$ cat src/rtl/idxag_pkg.sv
// Package idxag_pkg
// Holds the shared widths and the encoding of the addressing class.
// Assumes the class codes are decoded upstream into this 2-bit field.
package idxag_pkg;
    localparam int ADDR_W = 20;
    localparam int OFS_W  = 16;

    typedef enum logic [1:0] {
        CLS_PLAIN = 2'b00,
        CLS_ADDR  = 2'b01,
        CLS_EXT   = 2'b10,
        CLS_RSV   = 2'b11
    } idx_cls_e;
endpackage

$ cat src/rtl/idxag_in_stage.sv
// Module idxag_in_stage
// Registers one indexing request when its strobe is high.
// Assumes a synchronous active-low reset. The captured fields are held
// while no request arrives.
module idxag_in_stage #(
    parameter int AW = idxag_pkg::ADDR_W
) (
    input  logic                 clk,
    input  logic                 rst_n,
    input  logic                 in_vld,
    input  logic [AW-1:0]        base_i,
    input  logic [AW-1:0]        ofs_i,
    input  idxag_pkg::idx_cls_e  cls_i,
    output logic                 vld_q,
    output logic [AW-1:0]        base_q,
    output logic [AW-1:0]        ofs_q,
    output idxag_pkg::idx_cls_e  cls_q
);
    // Capture request fields on a strobe; track the strobe every cycle.
    always_ff @(posedge clk) begin
        if (!rst_n) begin
            vld_q  <= 1'b0;
            base_q <= '0;
            ofs_q  <= '0;
            cls_q  <= idxag_pkg::CLS_PLAIN;
        end else begin
            vld_q <= in_vld;
            if (in_vld) begin
                base_q <= base_i;
                ofs_q  <= ofs_i;
                cls_q  <= cls_i;
            end
        end
    end

    // a sampled strobe reaches the stage valid one edge later.
    p_capture_r9: assert property (@(posedge clk) disable iff (!rst_n)
        in_vld |=> vld_q);

    // a captured base equals the value presented with the strobe.
    p_base_r9: assert property (@(posedge clk) disable iff (!rst_n)
        in_vld |=> (base_q == $past(base_i)));
endmodule

$ cat src/rtl/idxag_calc.sv
// Module idxag_calc
// Purely combinational address arithmetic for the three indexing classes.
// Assumes SW < AW. The short classes use only the low SW offset bits.
// An unlisted class code falls back to the extended rule.
module idxag_calc #(
    parameter int AW = idxag_pkg::ADDR_W,
    parameter int SW = idxag_pkg::OFS_W
) (
    input  logic [AW-1:0]        base,
    input  logic [AW-1:0]        ofs,
    input  idxag_pkg::idx_cls_e  cls,
    output logic [AW-1:0]        addr
);
    localparam int HW = AW - SW;

    logic           base_low;
    logic [AW-1:0]  ofs_sx;
    logic [AW-1:0]  base_sx;
    logic [SW-1:0]  short_sum;
    logic [AW-1:0]  sum_short_full;
    logic [AW-1:0]  sum_addr_low;
    logic [AW-1:0]  sum_ext;

    // Build the extended operands and the candidate sums.
    always_comb begin
        base_low       = (base[AW-1:SW] == '0);
        ofs_sx         = {{HW{ofs[SW-1]}}, ofs[SW-1:0]};
        base_sx        = {{HW{base[SW-1]}}, base[SW-1:0]};
        short_sum      = base[SW-1:0] + ofs[SW-1:0];
        sum_short_full = base + ofs_sx;
        sum_addr_low   = base_sx + ofs_sx;
        sum_ext        = base + ofs;
    end

    // Choose the sum that the class and the base range call for.
    always_comb begin
        unique case (cls)
            idxag_pkg::CLS_PLAIN:
                addr = base_low ? {{HW{1'b0}}, short_sum} : sum_short_full;
            idxag_pkg::CLS_ADDR:
                addr = base_low ? sum_addr_low : sum_short_full;
            default:
                addr = sum_ext;
        endcase
    end

    // a plain request with a low base never leaves the lowest window.
    always_comb begin
        if (cls == idxag_pkg::CLS_PLAIN && base[AW-1:SW] == '0) begin
            p_plain_trunc_r3: assert (addr[AW-1:SW] == '0);
        end
    end
endmodule

$ cat src/rtl/idxag_out_stage.sv
// Module idxag_out_stage
// Registers the computed address, derives the low-window flag and
// drives the valid pulse. Holds its outputs when no result arrives.
// Assumes a synchronous active-low reset.
module idxag_out_stage #(
    parameter int AW = idxag_pkg::ADDR_W,
    parameter int SW = idxag_pkg::OFS_W
) (
    input  logic           clk,
    input  logic           rst_n,
    input  logic           vld_q,
    input  logic [AW-1:0]  addr_d,
    output logic           out_vld,
    output logic [AW-1:0]  addr_o,
    output logic           low64k_o
);
    // Load a fresh result on a valid request, otherwise hold it.
    always_ff @(posedge clk) begin
        if (!rst_n) begin
            out_vld  <= 1'b0;
            addr_o   <= '0;
            low64k_o <= 1'b1;
        end else begin
            out_vld <= vld_q;
            if (vld_q) begin
                addr_o   <= addr_d;
                low64k_o <= (addr_d[AW-1:SW] == '0);
            end
        end
    end

    // the flag agrees with the presented address.
    p_flag_r8: assert property (@(posedge clk) disable iff (!rst_n)
        low64k_o == (addr_o[AW-1:SW] == '0));

    // a captured request yields a valid pulse one edge later.
    p_pulse_r9: assert property (@(posedge clk) disable iff (!rst_n)
        vld_q |=> out_vld);

    // without a request the outputs hold and the pulse drops.
    p_idle_hold_r10: assert property (@(posedge clk) disable iff (!rst_n)
        !vld_q |=> (!out_vld && $stable(addr_o) && $stable(low64k_o)));
endmodule

$ cat src/rtl/idx_addr_gen.sv
// Module idx_addr_gen
// Top level of the indexed address generator: an input register, the
// class-dependent address arithmetic and an output register.
// Assumes a synchronous active-low reset and a class field with codes
// 00 plain, 01 address instruction, 10/11 extended.
module idx_addr_gen #(
    parameter int AW = idxag_pkg::ADDR_W,
    parameter int SW = idxag_pkg::OFS_W
) (
    input  logic           clk,
    input  logic           rst_n,
    input  logic           in_vld,
    input  logic [AW-1:0]  base_i,
    input  logic [AW-1:0]  ofs_i,
    input  logic [1:0]     cls_i,
    output logic           out_vld,
    output logic [AW-1:0]  addr_o,
    output logic           low64k_o
);
    logic                 vld_q;
    logic [AW-1:0]        base_q;
    logic [AW-1:0]        ofs_q;
    idxag_pkg::idx_cls_e  cls_q;
    idxag_pkg::idx_cls_e  cls_in;
    logic [AW-1:0]        addr_d;

    // Interpret the raw class bits as the shared enumeration.
    always_comb begin
        cls_in = idxag_pkg::idx_cls_e'(cls_i);
    end

    idxag_in_stage #(.AW(AW)) i_in_stage (
        .clk    (clk),
        .rst_n  (rst_n),
        .in_vld (in_vld),
        .base_i (base_i),
        .ofs_i  (ofs_i),
        .cls_i  (cls_in),
        .vld_q  (vld_q),
        .base_q (base_q),
        .ofs_q  (ofs_q),
        .cls_q  (cls_q)
    );

    idxag_calc #(.AW(AW), .SW(SW)) i_calc (
        .base (base_q),
        .ofs  (ofs_q),
        .cls  (cls_q),
        .addr (addr_d)
    );

    idxag_out_stage #(.AW(AW), .SW(SW)) i_out_stage (
        .clk      (clk),
        .rst_n    (rst_n),
        .vld_q    (vld_q),
        .addr_d   (addr_d),
        .out_vld  (out_vld),
        .addr_o   (addr_o),
        .low64k_o (low64k_o)
    );

    // a reset edge clears the valid pulse.
    p_reset_r11: assert property (@(posedge clk)
        !rst_n |=> !out_vld);
endmodule

$ cat config.mk
export PLATFORM = sky130hd
export DESIGN_NAME = idx_addr_gen
export DESIGN_NICKNAME = d
export VERILOG_FILES = /design/src/rtl/idxag_pkg.sv /design/src/rtl/idxag_in_stage.sv /design/src/rtl/idxag_calc.sv /design/src/rtl/idxag_out_stage.sv /design/src/rtl/idx_addr_gen.sv
export SDC_FILE = /design/constraint.sdc
export NUM_CORES = 1
export LEC_CHECK = 0
export BUFFER_PORTS_ARGS = -buffer_cell sky130_fd_sc_hd__buf_2
export CELL_PAD_IN_SITES_DETAIL_PLACEMENT = 0
export CELL_PAD_IN_SITES_GLOBAL_PLACEMENT = 1
export CORE_AREA = 2 2 118 86
export DETAILED_ROUTE_END_ITERATION = 7
export DIE_AREA = 0 0 120 88
export HOLD_SLACK_MARGIN = 0.02
export PLACE_DENSITY_LB_ADDON = 0.25
export SETUP_SLACK_MARGIN = 0.05
export SLEW_MARGIN = 40
export SYNTH_ARGS = -nofsm -noshare
export SYNTH_HDL_FRONTEND = slang
export SYNTH_SLANG_ARGS = --single-unit
$ cat constraint.sdc
create_clock -name clk -period 2.48 [get_ports clk]
set_input_delay 0.248 -clock clk [delete_from_list [all_inputs] [get_ports clk]]
set_output_delay 0.248 -clock clk [all_outputs]
set_load 0.005 [all_outputs]
==> results of run 1 <==
what timing repair did:
item | CTS | global route
gates resized for setup | 22 | 28
endpoints found under the hold margin | 0 | 0
buffers inserted | 1 | 6
pin swaps | 15 | 15
hold buffers | 0 | 0
setup endpoints to repair | 7 | 8
registers in the layout (all words and copies together), names as in the netlist:
| register | cells |
|---|---|
| i_in_stage.cls_q | 2 |
| i_in_stage.base_q | 20 |
| i_out_stage.low64k_o | 1 |
| i_out_stage.out_vld | 1 |
| i_in_stage.vld_q | 1 |
| i_in_stage.ofs_q | 20 |
| i_out_stage.addr_o | 20 |
worst min path at each step:
stage	from	endpoint	slack, ns	cells after the start
6_report	ofs_i[8]	i_in_stage.ofs_q[8]	0.15	3
4_1_cts	base_i[3]	i_in_stage.base_q[3]	0.14	3
3_5_place_dp	i_out_stage.addr_o[8]	i_out_stage.addr_o[8]	0.47	2
2_1_floorplan	rst_n	i_out_stage.addr_o[12]	0.37	1
3_3_place_gp	i_out_stage.addr_o[4]	i_out_stage.addr_o[4]	0.47	2
5_1_grt	base_i[2]	i_in_stage.base_q[2]	0.15	3
stage by stage:
stage	std cells	setup slack, ns	cell area, sq um	power (W)
after floorplan	386	-0.00482	3510	0.00146
after CTS	617	-0.0997	4650	0.00294
after global routing	622	-0.230	4850	0.00310
after global placement	601	-0.126	4240	0.00163
after detailed placement	601	-0.185	4240	0.00164
final	622	-0.131	4850	0.00295
layer usage:
layer  GRT usage  wire length (um)  up-vias
met5           0                 0        -
met4      0.0556               110        0
met3      0.0482               367       10
met2       0.290              4170       52
met1       0.232              4410     1442
li1            -                 -     1590
layout by cell type, fill, tap and decap left out, types with 2 or more instances in the layout:
cell type and n:
sky130_fd_sc_hd__nand4_1 2, sky130_fd_sc_hd__dfxtp_2 5, sky130_fd_sc_hd__dfxtp_1 60, sky130_fd_sc_hd__xnor2_1 11, sky130_fd_sc_hd__clkbuf_8 2, sky130_fd_sc_hd__nand2b_1 4, sky130_fd_sc_hd__a31oi_1 4, sky130_fd_sc_hd__buf_2 66
sky130_fd_sc_hd__buf_4 41, sky130_fd_sc_hd__ha_4 9, sky130_fd_sc_hd__o21ai_0 9, sky130_fd_sc_hd__inv_1 5, sky130_fd_sc_hd__o21ai_2 2, sky130_fd_sc_hd__a211oi_1 4, sky130_fd_sc_hd__a2111oi_4 2, sky130_fd_sc_hd__clkinv_2 2
sky130_fd_sc_hd__nor2b_1 3, sky130_fd_sc_hd__a21o_1 5, sky130_fd_sc_hd__mux2i_1 49, sky130_fd_sc_hd__or3_1 3, sky130_fd_sc_hd__nor3_1 10, sky130_fd_sc_hd__a21oi_2 6, sky130_fd_sc_hd__nand3_1 9, sky130_fd_sc_hd__ha_1 13
sky130_fd_sc_hd__o21a_1 8, sky130_fd_sc_hd__o21ai_1 2, sky130_fd_sc_hd__mux2i_2 2, sky130_fd_sc_hd__nor2_1 71, sky130_fd_sc_hd__nand2_1 17, sky130_fd_sc_hd__a41o_1 2, sky130_fd_sc_hd__clkbuf_16 9, sky130_fd_sc_hd__a21oi_1 11
worst reg2reg max path, stage by stage (launching register included):
cell                        delay [ns]
sky130_fd_sc_hd__dfxtp_2          0.33
sky130_fd_sc_hd__ha_4             0.16
sky130_fd_sc_hd__buf_4            0.13
sky130_fd_sc_hd__buf_6            0.11
sky130_fd_sc_hd__a21oi_4          0.18
sky130_fd_sc_hd__a2bb2oi_4        0.20
sky130_fd_sc_hd__a2111oi_4        0.10
sky130_fd_sc_hd__or3_4            0.41
sky130_fd_sc_hd__a41oi_2          0.26
sky130_fd_sc_hd__mux2i_2          0.29
sky130_fd_sc_hd__a2111oi_4        0.08
sky130_fd_sc_hd__a41o_1           0.26
power groups by stage:
stage,registers (W),clock network [W],logic (W)
finish,0.00116,0.00127,0.000523
global route,0.00117,0.00135,0.000579
CTS,0.00115,0.00130,0.000487
detailed placement,0.00117,0,0.000465
global placement,0.00117,0,0.000460
floorplan,0.00116,0,0.000300
final cells by class:
cell class | count | area (sq um)
multi-input combinational | 298 | 2390
clock buffer | 12 | 256
timing repair buffer | 109 | 669
inverter | 7 | 26.3
fill | 938 | 4570
clock inverter | 3 | 40.0
sequential | 65 | 1310
tap | 128 | 160
cell families (layout without fill, tap and decap cells):
family / count (synthesis) / count (layout) / synth area share
XOR/XNOR: 13 / 13 / 0.0326
adder cells (fa/ha/maj): 23 / 23 / 0.0845
AND/OR/NAND/NOR: 136 / 136 / 0.178
flip-flops: 65 / 65 / 0.372
multiplexers: 53 / 53 / 0.153
AO/OA/AOI/OAI: 73 / 73 / 0.155
buffers and inverters: 23 / 131 / 0.0247
==> flow_summary.html, run 1 <==
<table>
<tr><th>Metric</th><th>Value</th></tr>
<tr><th colspan="2">Synth</th></tr>
<tr><td>Largest area contributor in the synthesized netlist</td><td>sky130_fd_sc_hd__dfxtp_1</td></tr>
<tr><td>Distinct cell type count of the synthesized netlist</td><td>57</td></tr>
<tr><td>Number of register bits inferred by synthesis</td><td>65</td></tr>
<tr><td>Leading post-synthesis cells by instance count</td><td>sky130_fd_sc_hd__nor2_1 (71), sky130_fd_sc_hd__dfxtp_1 (65), sky130_fd_sc_hd__mux2i_1 (51)</td></tr>
<tr><td>Fraction of the yosys area taken by sequential cells</td><td>0.372</td></tr>
<tr><td>Proportion of register bits with asynchronous set or reset after synthesis</td><td>0</td></tr>
<tr><td>Number of synthesized flops with an enable pin</td><td>0</td></tr>
<tr><td>Top flip-flop cell by instance count after synthesis</td><td>sky130_fd_sc_hd__dfxtp_1</td></tr>
<tr><td>Post-synthesis cell area</td><td>between 3000 and 4000 sq um</td></tr>
<tr><td>Cell with the most instances after synthesis</td><td>sky130_fd_sc_hd__nor2_1</td></tr>
<tr><td>Number of nets produced by synthesis</td><td>454</td></tr>
<tr><td>Yosys warns</td><td>0</td></tr>
<tr><td>Fraction of post-synthesis cell area in the top cell type by area</td><td>0.372</td></tr>
<tr><td>Mean post-synth cell area</td><td>around 9.1 sq um</td></tr>
<tr><td>Top cells by area, synth</td><td>sky130_fd_sc_hd__dfxtp_1 (37%), sky130_fd_sc_hd__mux2i_1 (15%), sky130_fd_sc_hd__ha_1 (7.9%)</td></tr>
<tr><td>Post-synthesis cell count</td><td>386</td></tr>
<tr><th colspan="2">Place</th></tr>
<tr><td>Global placement routability congestion</td><td>approximately 0.87</td></tr>
<tr><td>Port Buffers</td><td>between 60 and 70</td></tr>
<tr><td>HPWL after DPL</td><td>~6.7 mm</td></tr>
<tr><th colspan="2">Pwr</th></tr>
<tr><td>Worst vdd rail ir drop</td><td>between 0.3 and 0.4 mV</td></tr>
<tr><td>Clock share of power</td><td>0.430</td></tr>
<tr><td>Combinational fraction of design power</td><td>0.177</td></tr>
<tr><td>Switching portion of total power</td><td>0.256</td></tr>
<tr><td>Leakage power summed over all cells</td><td>between 2 and 2.5 nW</td></tr>
<tr><td>Switching power</td><td>0.000756 W</td></tr>
<tr><td>Sequential Power Share</td><td>0.393</td></tr>
<tr><td>Cell area power density</td><td>between 600 and 700 nW/um^2</td></tr>
<tr><td>Internal power of the cells</td><td>0.00220 W</td></tr>
<tr><th colspan="2">Die</th></tr>
<tr><td>Horizontal die dimension</td><td>approximately 120 um</td></tr>
<tr><td>Initial core utilization</td><td>0.371</td></tr>
<tr><td>Full die area</td><td>between 10000 and 15000 sq um</td></tr>
<tr><td>Std-Cell Rows</td><td>30</td></tr>
<tr><td>Floorplan Core Area</td><td>between 9000 and 10000 sq um</td></tr>
<tr><td>Vertical extent of the die</td><td>around 88 um</td></tr>
<tr><td>Number of ports placed on the die boundary</td><td>67</td></tr>
<tr><th colspan="2">STA</th></tr>
<tr><td>Final hold violation count</td><td>0</td></tr>
<tr><td>Setup TNS</td><td>-0.332 ns</td></tr>
<tr><td>Setup-failing EPs final</td><td>6</td></tr>
<tr><td>Number of max-slew violations in the final report</td><td>0</td></tr>
<tr><td>Fmax</td><td>roughly 0.38 GHz</td></tr>
<tr><td>Setup Skew</td><td>around 0.007 ns</td></tr>
<tr><td>Final cycle utilization of the critical path</td><td>1.05</td></tr>
<tr><td>Worst hold-check slack</td><td>0.145 ns</td></tr>
<tr><td>Setup slack after layout</td><td>-0.131 ns</td></tr>
<tr><td>Actual transition at the worst max-transition pin</td><td>between 0.6 and 0.7 ns</td></tr>
<tr><td>Final critical delay including setup and external delays</td><td>between 2 and 3 ns</td></tr>
<tr><td>Setup repair after global routing missed its margin</td><td>yes</td></tr>
<tr><td>Max-slew headroom</td><td>0.582</td></tr>
<tr><th colspan="2">Route</th></tr>
<tr><td>Remaining design rule violation count</td><td>0</td></tr>
<tr><td>Wire length per cell</td><td>14.6 um</td></tr>
<tr><td>Drt first pass iters</td><td>4</td></tr>
<tr><td>Final wirelength</td><td>roughly 9.1 mm</td></tr>
<tr><td>Vias</td><td>~3100</td></tr>
<tr><td>Per-cell via count in the routed design</td><td>slightly below 5</td></tr>
<tr><td>Post-route antenna net violation count</td><td>0</td></tr>
<tr><td>Starting DRT DRC Count</td><td>101</td></tr>
<tr><th colspan="2">Setup path</th></tr>
<tr><td>Req. time, crit path</td><td>around 2.7 ns</td></tr>
<tr><td>Largest delay contributor family on the critical path</td><td>compound AO/OA/AOI/OAI gates</td></tr>
<tr><td>Number of cell instances on the worst register-to-register path</td><td>11</td></tr>
<tr><td>Biggest cell delay along the critical path</td><td>approximately 0.41 ns</td></tr>
<tr><td>Type of destination of the critical path</td><td>flip-flop</td></tr>
<tr><td>Path length in cells of the critical path</td><td>11</td></tr>
<tr><td>Worst path bufs/invs</td><td>2</td></tr>
<tr><td>Type of element launching the critical path</td><td>flip-flop</td></tr>
<tr><td>Critical Path, Cell by Cell</td><td>ha_4 -&gt; buf_4 -&gt; buf_6 -&gt; a21oi_4 -&gt; a2bb2oi_4 -&gt; a2111oi_4 -&gt; or3_4 -&gt; a41oi_2 -&gt; mux2i_2 -&gt; a2111oi_4 -&gt; a41o_1</td></tr>
<tr><td>Start point of the critical path</td><td>i_in_stage.ofs_q[0]</td></tr>
<tr><td>Worst path arrival time</td><td>approximately 2.8 ns</td></tr>
<tr><td>Worst reg2reg path endpoint</td><td>i_out_stage.low64k_o</td></tr>
<tr><td>Worst setup path endpoint</td><td>i_out_stage.low64k_o</td></tr>
<tr><td>Worst-path cell with the longest stage delay</td><td>sky130_fd_sc_hd__or3_4</td></tr>
<tr><td>Most numerous cell on the critical path</td><td>sky130_fd_sc_hd__a2111oi_4</td></tr>
<tr><td>Class of the most critical setup path</td><td>flip-flop to flip-flop</td></tr>
<tr><td>Source of the worst register-to-register timing path</td><td>i_in_stage.ofs_q[0]</td></tr>
<tr><td>Crit path max fanout</td><td>3</td></tr>
<tr><td>Register-to-register setup slack</td><td>-0.13 ns</td></tr>
<tr><th colspan="2">CTS</th></tr>
<tr><td>Clk Tree Root Cell</td><td>sky130_fd_sc_hd__clkbuf_16</td></tr>
<tr><td>Clock latency at the later pin of the worst-skew pair</td><td>between 0.3 and 0.4 ns</td></tr>
<tr><td>TritonCTS clock tree</td><td>built</td></tr>
<tr><td>TritonCTS Buffers</td><td>9</td></tr>
<tr><td>Clk sinks</td><td>65</td></tr>
<tr><td>Level count of the clock H-tree</td><td>3</td></tr>
<tr><td>Worst-case clock buffer depth</td><td>2</td></tr>
<tr><td>Clock transition at the registers of the reported paths</td><td>around 0.06 ns</td></tr>
<tr><th colspan="2">GRT</th></tr>
<tr><td>Wire length of the first global-routing pass</td><td>14.7 mm</td></tr>
<tr><td>Largest net degree at the start of global routing</td><td>34</td></tr>
<tr><td>Global router's overall resource usage</td><td>0.178</td></tr>
<tr><td>Global route overflow</td><td>0</td></tr>
<tr><td>Via count of the first global-routing pass</td><td>between 3000 and 4000</td></tr>
<tr><td>Initial antenna violation count</td><td>0</td></tr>
<tr><th colspan="2">Outcome</th></tr>
<tr><td>Failing checks</td><td>negative setup slack</td></tr>
<tr><td>Run status</td><td>complete, but fails checks</td></tr>
<tr><th colspan="2">Layout</th></tr>
<tr><td>Antenna cells</td><td>0</td></tr>
<tr><td>Core utilization of the finished layout</td><td>0.515</td></tr>
<tr><td>Nets</td><td>approximately 560</td></tr>
<tr><td>Proportion of layout cells with a drive suffix above 1</td><td>0.352</td></tr>
<tr><td>Synth-to-layout area growth</td><td>38.8%</td></tr>
<tr><th colspan="2">Flow run</th></tr>
<tr><td>Max capacitance violation total</td><td>0</td></tr>
<tr><th colspan="2">Worst hold path</th></tr>
<tr><td>Worst min-delay path category</td><td>input pin to flip-flop</td></tr>
</table>
No activity file was read; power rests on OpenSTA's default activity.
==> run 2: changes to the inputs <==
--- a/config.mk
+++ b/config.mk
@@ -8,13 +8,14 @@
 export BUFFER_PORTS_ARGS = -buffer_cell sky130_fd_sc_hd__buf_2
 export CELL_PAD_IN_SITES_DETAIL_PLACEMENT = 0
 export CELL_PAD_IN_SITES_GLOBAL_PLACEMENT = 1
-export CORE_AREA = 2 2 118 86
+export CORE_AREA = 5 5 128 94
 export DETAILED_ROUTE_END_ITERATION = 7
-export DIE_AREA = 0 0 120 88
+export DIE_AREA = 0 0 133 99
 export HOLD_SLACK_MARGIN = 0.02
 export PLACE_DENSITY_LB_ADDON = 0.25
 export SETUP_SLACK_MARGIN = 0.05
 export SLEW_MARGIN = 40
 export SYNTH_ARGS = -nofsm -noshare
 export SYNTH_HDL_FRONTEND = slang
+export SYNTH_HIERARCHICAL = 1
 export SYNTH_SLANG_ARGS = --single-unit
==> run 2 against run 1 <==
Against the previous run: the flow still finishes with violations (negative setup slack); fmax fell by 6.9%; critical path depth rose by 1; sequential power barely moved; wire length rose by 21%; clock power fell by 12%; setup slack got worse by 0.19 ns; global-route usage fell by 0.89 points; highest routed layer unchanged.
==> flow_summary.html, run 2 <==
<table>
<tr><th>Metric</th><th>Value</th></tr>
<tr><th colspan="2">GRT</th></tr>
<tr><td>Via count of the first global-routing pass</td><td>3495 (+14%)</td></tr>
<tr><td>Wire length of the first global-routing pass</td><td>18.0 mm (+22%)</td></tr>
<tr><td>Largest net degree at the start of global routing</td><td>42 (+24%)</td></tr>
<tr><td>Initial antenna violation count</td><td>0 (unchanged)</td></tr>
<tr><td>Global route overflow</td><td>0 (unchanged)</td></tr>
<tr><td>Global router's overall resource usage</td><td>0.169 (-0.00886)</td></tr>
<tr><th colspan="2">Outcome</th></tr>
<tr><td>Run status</td><td>complete, but fails checks</td></tr>
<tr><td>Failing checks</td><td>negative setup slack</td></tr>
<tr><th colspan="2">Setup path</th></tr>
<tr><td>Req. time, crit path</td><td>2.72 ns (about the same)</td></tr>
<tr><td>Worst path arrival time</td><td>3.05 ns (+0.21 ns)</td></tr>
<tr><td>Crit path max fanout</td><td>3 (unchanged)</td></tr>
<tr><td>Type of element launching the critical path</td><td>flip-flop</td></tr>
<tr><td>Class of the most critical setup path</td><td>flip-flop to flip-flop</td></tr>
<tr><td>Register-to-register setup slack</td><td>-0.33 ns (-0.19 ns)</td></tr>
<tr><td>Type of destination of the critical path</td><td>flip-flop</td></tr>
<tr><th colspan="2">Place</th></tr>
<tr><td>Port Buffers</td><td>66 (unchanged)</td></tr>
<tr><td>Global placement routability congestion</td><td>0.895 (+2.8%)</td></tr>
<tr><td>Standard cell area after detailed placement</td><td>5170 sq um (+22%)</td></tr>
<tr><td>HPWL after DPL</td><td>8.96 mm (+35%)</td></tr>
<tr><th colspan="2">STA</th></tr>
<tr><td>Setup repair after global routing missed its margin</td><td>yes</td></tr>
<tr><td>Fmax</td><td>0.356 GHz (-6.9%)</td></tr>
<tr><td>Final cycle utilization of the critical path</td><td>1.13 (+0.0783)</td></tr>
<tr><td>Setup Skew</td><td>0.00846 ns (+0.00130 ns)</td></tr>
<tr><td>Max-slew headroom</td><td>0.559 (-0.0230)</td></tr>
<tr><td>Worst hold-check slack</td><td>0.182 ns (+0.0372 ns)</td></tr>
<tr><td>Number of max-slew violations in the final report</td><td>0 (unchanged)</td></tr>
<tr><td>Setup slack after layout</td><td>-0.325 ns (-0.194 ns)</td></tr>
<tr><td>Setup-failing EPs final</td><td>4 (-2)</td></tr>
<tr><td>Actual transition at the worst max-transition pin</td><td>0.661 ns (+0.0345 ns)</td></tr>
<tr><td>Final hold violation count</td><td>0 (unchanged)</td></tr>
<tr><td>Final critical delay including setup and external delays</td><td>2.81 ns (+0.194 ns)</td></tr>
<tr><th colspan="2">Layout</th></tr>
<tr><td>Most common cell after layout, fill and taps aside</td><td>sky130_fd_sc_hd__buf_4</td></tr>
<tr><td>Synth-to-layout area growth</td><td>37.6%</td></tr>
<tr><td>Fillers</td><td>987 (+5.2%)</td></tr>
<tr><td>Nets</td><td>655 (+17%)</td></tr>
<tr><td>Registers with the highest flip-flop counts</td><td>i_in_stage/base_q: 20 flops, i_in_stage/ofs_q: 20 flops, i_out_stage/addr_o: 20 flops</td></tr>
<tr><td>Antenna cells</td><td>0 (unchanged)</td></tr>
<tr><td>Proportion of layout cells with a drive suffix above 1</td><td>0.374 (+0.0217)</td></tr>
<tr><td>Top library cells by usage in the layout, fill and taps aside</td><td>sky130_fd_sc_hd__buf_4 (106), sky130_fd_sc_hd__buf_2 (66), sky130_fd_sc_hd__nor2b_1 (64)</td></tr>
<tr><td>Summed area of non-filler cells in the final layout</td><td>5560 sq um (+15%)</td></tr>
<tr><th colspan="2">Flow run</th></tr>
<tr><td>Max capacitance violation total</td><td>0 (unchanged)</td></tr>
<tr><th colspan="2">Route</th></tr>
<tr><td>Wire length per cell</td><td>15.1 um (+3.6%)</td></tr>
<tr><td>Final wirelength</td><td>11.0 mm (+21%)</td></tr>
<tr><td>Vias</td><td>3575 (+16%)</td></tr>
<tr><td>Post-route antenna net violation count</td><td>0 (unchanged)</td></tr>
<tr><td>Per-cell via count in the routed design</td><td>4.92 (-1.1%)</td></tr>
<tr><td>Starting DRT DRC Count</td><td>145 (+44%)</td></tr>
<tr><td>Drt first pass iters</td><td>4 (unchanged)</td></tr>
<tr><td>Remaining design rule violation count</td><td>0 (unchanged)</td></tr>
<tr><th colspan="2">CTS</th></tr>
<tr><td>Hold-fix buffer count after cts</td><td>0 (unchanged)</td></tr>
<tr><td>Clock latency at the later pin of the worst-skew pair</td><td>0.32 ns (-0.02 ns)</td></tr>
<tr><td>Worst-case clock buffer depth</td><td>2 (unchanged)</td></tr>
<tr><td>Clk sinks</td><td>65 (unchanged)</td></tr>
<tr><td>Level count of the clock H-tree</td><td>3 (unchanged)</td></tr>
<tr><td>TritonCTS Buffers</td><td>9 (unchanged)</td></tr>
<tr><td>TritonCTS clock tree</td><td>built</td></tr>
<tr><td>Clock transition at the registers of the reported paths</td><td>0.05 ns (about the same)</td></tr>
<tr><td>Clk Tree Root Cell</td><td>sky130_fd_sc_hd__clkbuf_16</td></tr>
<tr><th colspan="2">Pwr</th></tr>
<tr><td>Cell area power density</td><td>541 nW/um^2 (-11%)</td></tr>
<tr><td>Leakage power summed over all cells</td><td>2.61 nW (+18%)</td></tr>
<tr><td>Worst vdd rail ir drop</td><td>0.393 mV (+8.0%)</td></tr>
<tr><th colspan="2">Die</th></tr>
<tr><td>Horizontal die dimension</td><td>133 um (+11%)</td></tr>
<tr><td>Std-Cell Rows</td><td>32 (+6.7%)</td></tr>
<tr><td>Floorplan Core Area</td><td>10700 sq um (+13%)</td></tr>
<tr><td>Full die area</td><td>13200 sq um (+25%)</td></tr>
<tr><td>Number of ports placed on the die boundary</td><td>67 (unchanged)</td></tr>
<tr><td>Initial core utilization</td><td>0.378 (+0.00738)</td></tr>
<tr><td>Vertical extent of the die</td><td>99 um (+13%)</td></tr>
<tr><th colspan="2">Synth</th></tr>
<tr><td>Number of nets produced by synthesis</td><td>495 (+9.0%)</td></tr>
<tr><td>Yosys warns</td><td>6 (+6)</td></tr>
<tr><td>Proportion of register bits with asynchronous set or reset after synthesis</td><td>0 (unchanged)</td></tr>
<tr><td>Mean post-synth cell area</td><td>9.47 sq um (+4.6%)</td></tr>
<tr><td>Leading post-synthesis cells by instance count</td><td>sky130_fd_sc_hd__dfxtp_1 (65), sky130_fd_sc_hd__nor2b_1 (64), sky130_fd_sc_hd__mux2i_1 (63)</td></tr>
<tr><td>Fraction of post-synthesis cell area in the top cell type by area</td><td>0.322 (-0.0506)</td></tr>
<tr><td>Largest area contributor in the synthesized netlist</td><td>sky130_fd_sc_hd__dfxtp_1</td></tr>
<tr><td>Top flip-flop cell by instance count after synthesis</td><td>sky130_fd_sc_hd__dfxtp_1</td></tr>
<tr><td>Number of synthesized flops with an enable pin</td><td>0 (unchanged)</td></tr>
<tr><td>Post-synthesis cell count</td><td>427 (+11%)</td></tr>
<tr><td>Cell with the most instances after synthesis</td><td>sky130_fd_sc_hd__dfxtp_1</td></tr>
<tr><td>Fraction of the yosys area taken by sequential cells</td><td>0.322 (-0.0506)</td></tr>
<tr><td>Post-synthesis cell area</td><td>4040 sq um (+16%)</td></tr>
<tr><td>Number of register bits inferred by synthesis</td><td>65 (unchanged)</td></tr>
<tr><td>Top cells by area, synth</td><td>sky130_fd_sc_hd__dfxtp_1 (32%), sky130_fd_sc_hd__mux2i_1 (16%), sky130_fd_sc_hd__nor2b_1 (9.9%)</td></tr>
<tr><td>Distinct cell type count of the synthesized netlist</td><td>59 (+3.5%)</td></tr>
<tr><th colspan="2">Worst hold path</th></tr>
<tr><td>Worst min-delay path category</td><td>input pin to flip-flop</td></tr>
</table>
-- run 2: cell types whose count changed after synthesis, sizes merged, moves of 6 or more --
cell | before | now
buf | 5 | 15
a21oi | 18 | 26
a21o | 5 | 11
nor2 | 71 | 8
nor2b | 4 | 64
o21a | 8 | 2
mux2i | 51 | 63
-- run 2: kinds of logic after synthesis --
group / count (synthesis) / synth area share
and+or+nand+nor: 132 / 0.190
buffers and inverters: 36 / 0.0576
DFF: 65 / 0.322
muxes: 64 / 0.159
AOI/OAI and AO/OA: 89 / 0.160
xor gates and xnor gates: 18 / 0.0390
adders and majority gates: 23 / 0.0730
-- run 2: cell type report --
class                      count  area [sq um]  area share
sequential                    65          1300       0.234
clock buffer                  12           246      0.0443
timing repair buffer         174          1170       0.210
inverter                      11          41.3     0.00742
multi-input combinational    326          2620       0.470
tap                          136           170      0.0306
clock inverter                 3          17.5     0.00315
-- run 2: worst max-delay path, cell delays in order (launching register included) --
cell and delay (ns):
sky130_fd_sc_hd__dfxtp_2 0.33, sky130_fd_sc_hd__ha_4 0.16, sky130_fd_sc_hd__buf_4 0.12, sky130_fd_sc_hd__buf_4 0.12, sky130_fd_sc_hd__a211oi_1 0.20, sky130_fd_sc_hd__buf_4 0.16
sky130_fd_sc_hd__o211ai_2 0.11, sky130_fd_sc_hd__a31oi_2 0.24, sky130_fd_sc_hd__nor4_2 0.06, sky130_fd_sc_hd__mux2_1 0.33, sky130_fd_sc_hd__a22o_1 0.26, sky130_fd_sc_hd__or4b_1 0.48
sky130_fd_sc_hd__o221ai_2 0.14
-- run 2: metrics by stage --
step	power [W]	utilization	std cells	setup slack (ns)	setup TNS (ns)
floorplan	0.00156	-	427	-0.275	-0.275
global placement	0.00186	0.482	706	-0.330	-0.436
detailed placement	0.00187	0.484	707	-0.446	-0.996
CTS	0.00302	0.515	726	-0.318	-0.520
global route	0.00316	0.520	727	-0.448	-1.23
finish	0.00301	0.520	727	-0.325	-0.529
-- run 2: worst paths after layout --
path                                              from  cells past startpoint                      to
worst max register to register     i_in_stage/ofs_q[0]                     12    i_out_stage/low64k_o
worst min register to register  i_out_stage/addr_o[19]                      2  i_out_stage/addr_o[19]
worst max-delay path               i_in_stage/ofs_q[0]                     12    i_out_stage/low64k_o
worst min-delay path                         ofs_i[17]                      3    i_in_stage/ofs_q[17]
-- run 2: repair_timing --
action                                  CTS  global route
resized for setup                        10            10
endpoints found under the setup margin    6             8
buffers inserted                          7             3
pin swaps                                 8             3
-- run 2: where the power goes --
group	switching (W)	internal, W
sequential	0.0000434	0.00111
combinational	0.000348	0.000384
clock	0.000431	0.000694
-- run 2: layer usage --
layer	up-vias	global-route usage	routed length, um
met3	10	0.0408	701
met2	103	0.228	4060
li1	1845	-	-
met5	-	0	0
met1	1617	0.267	6130
met4	0	0.0327	72
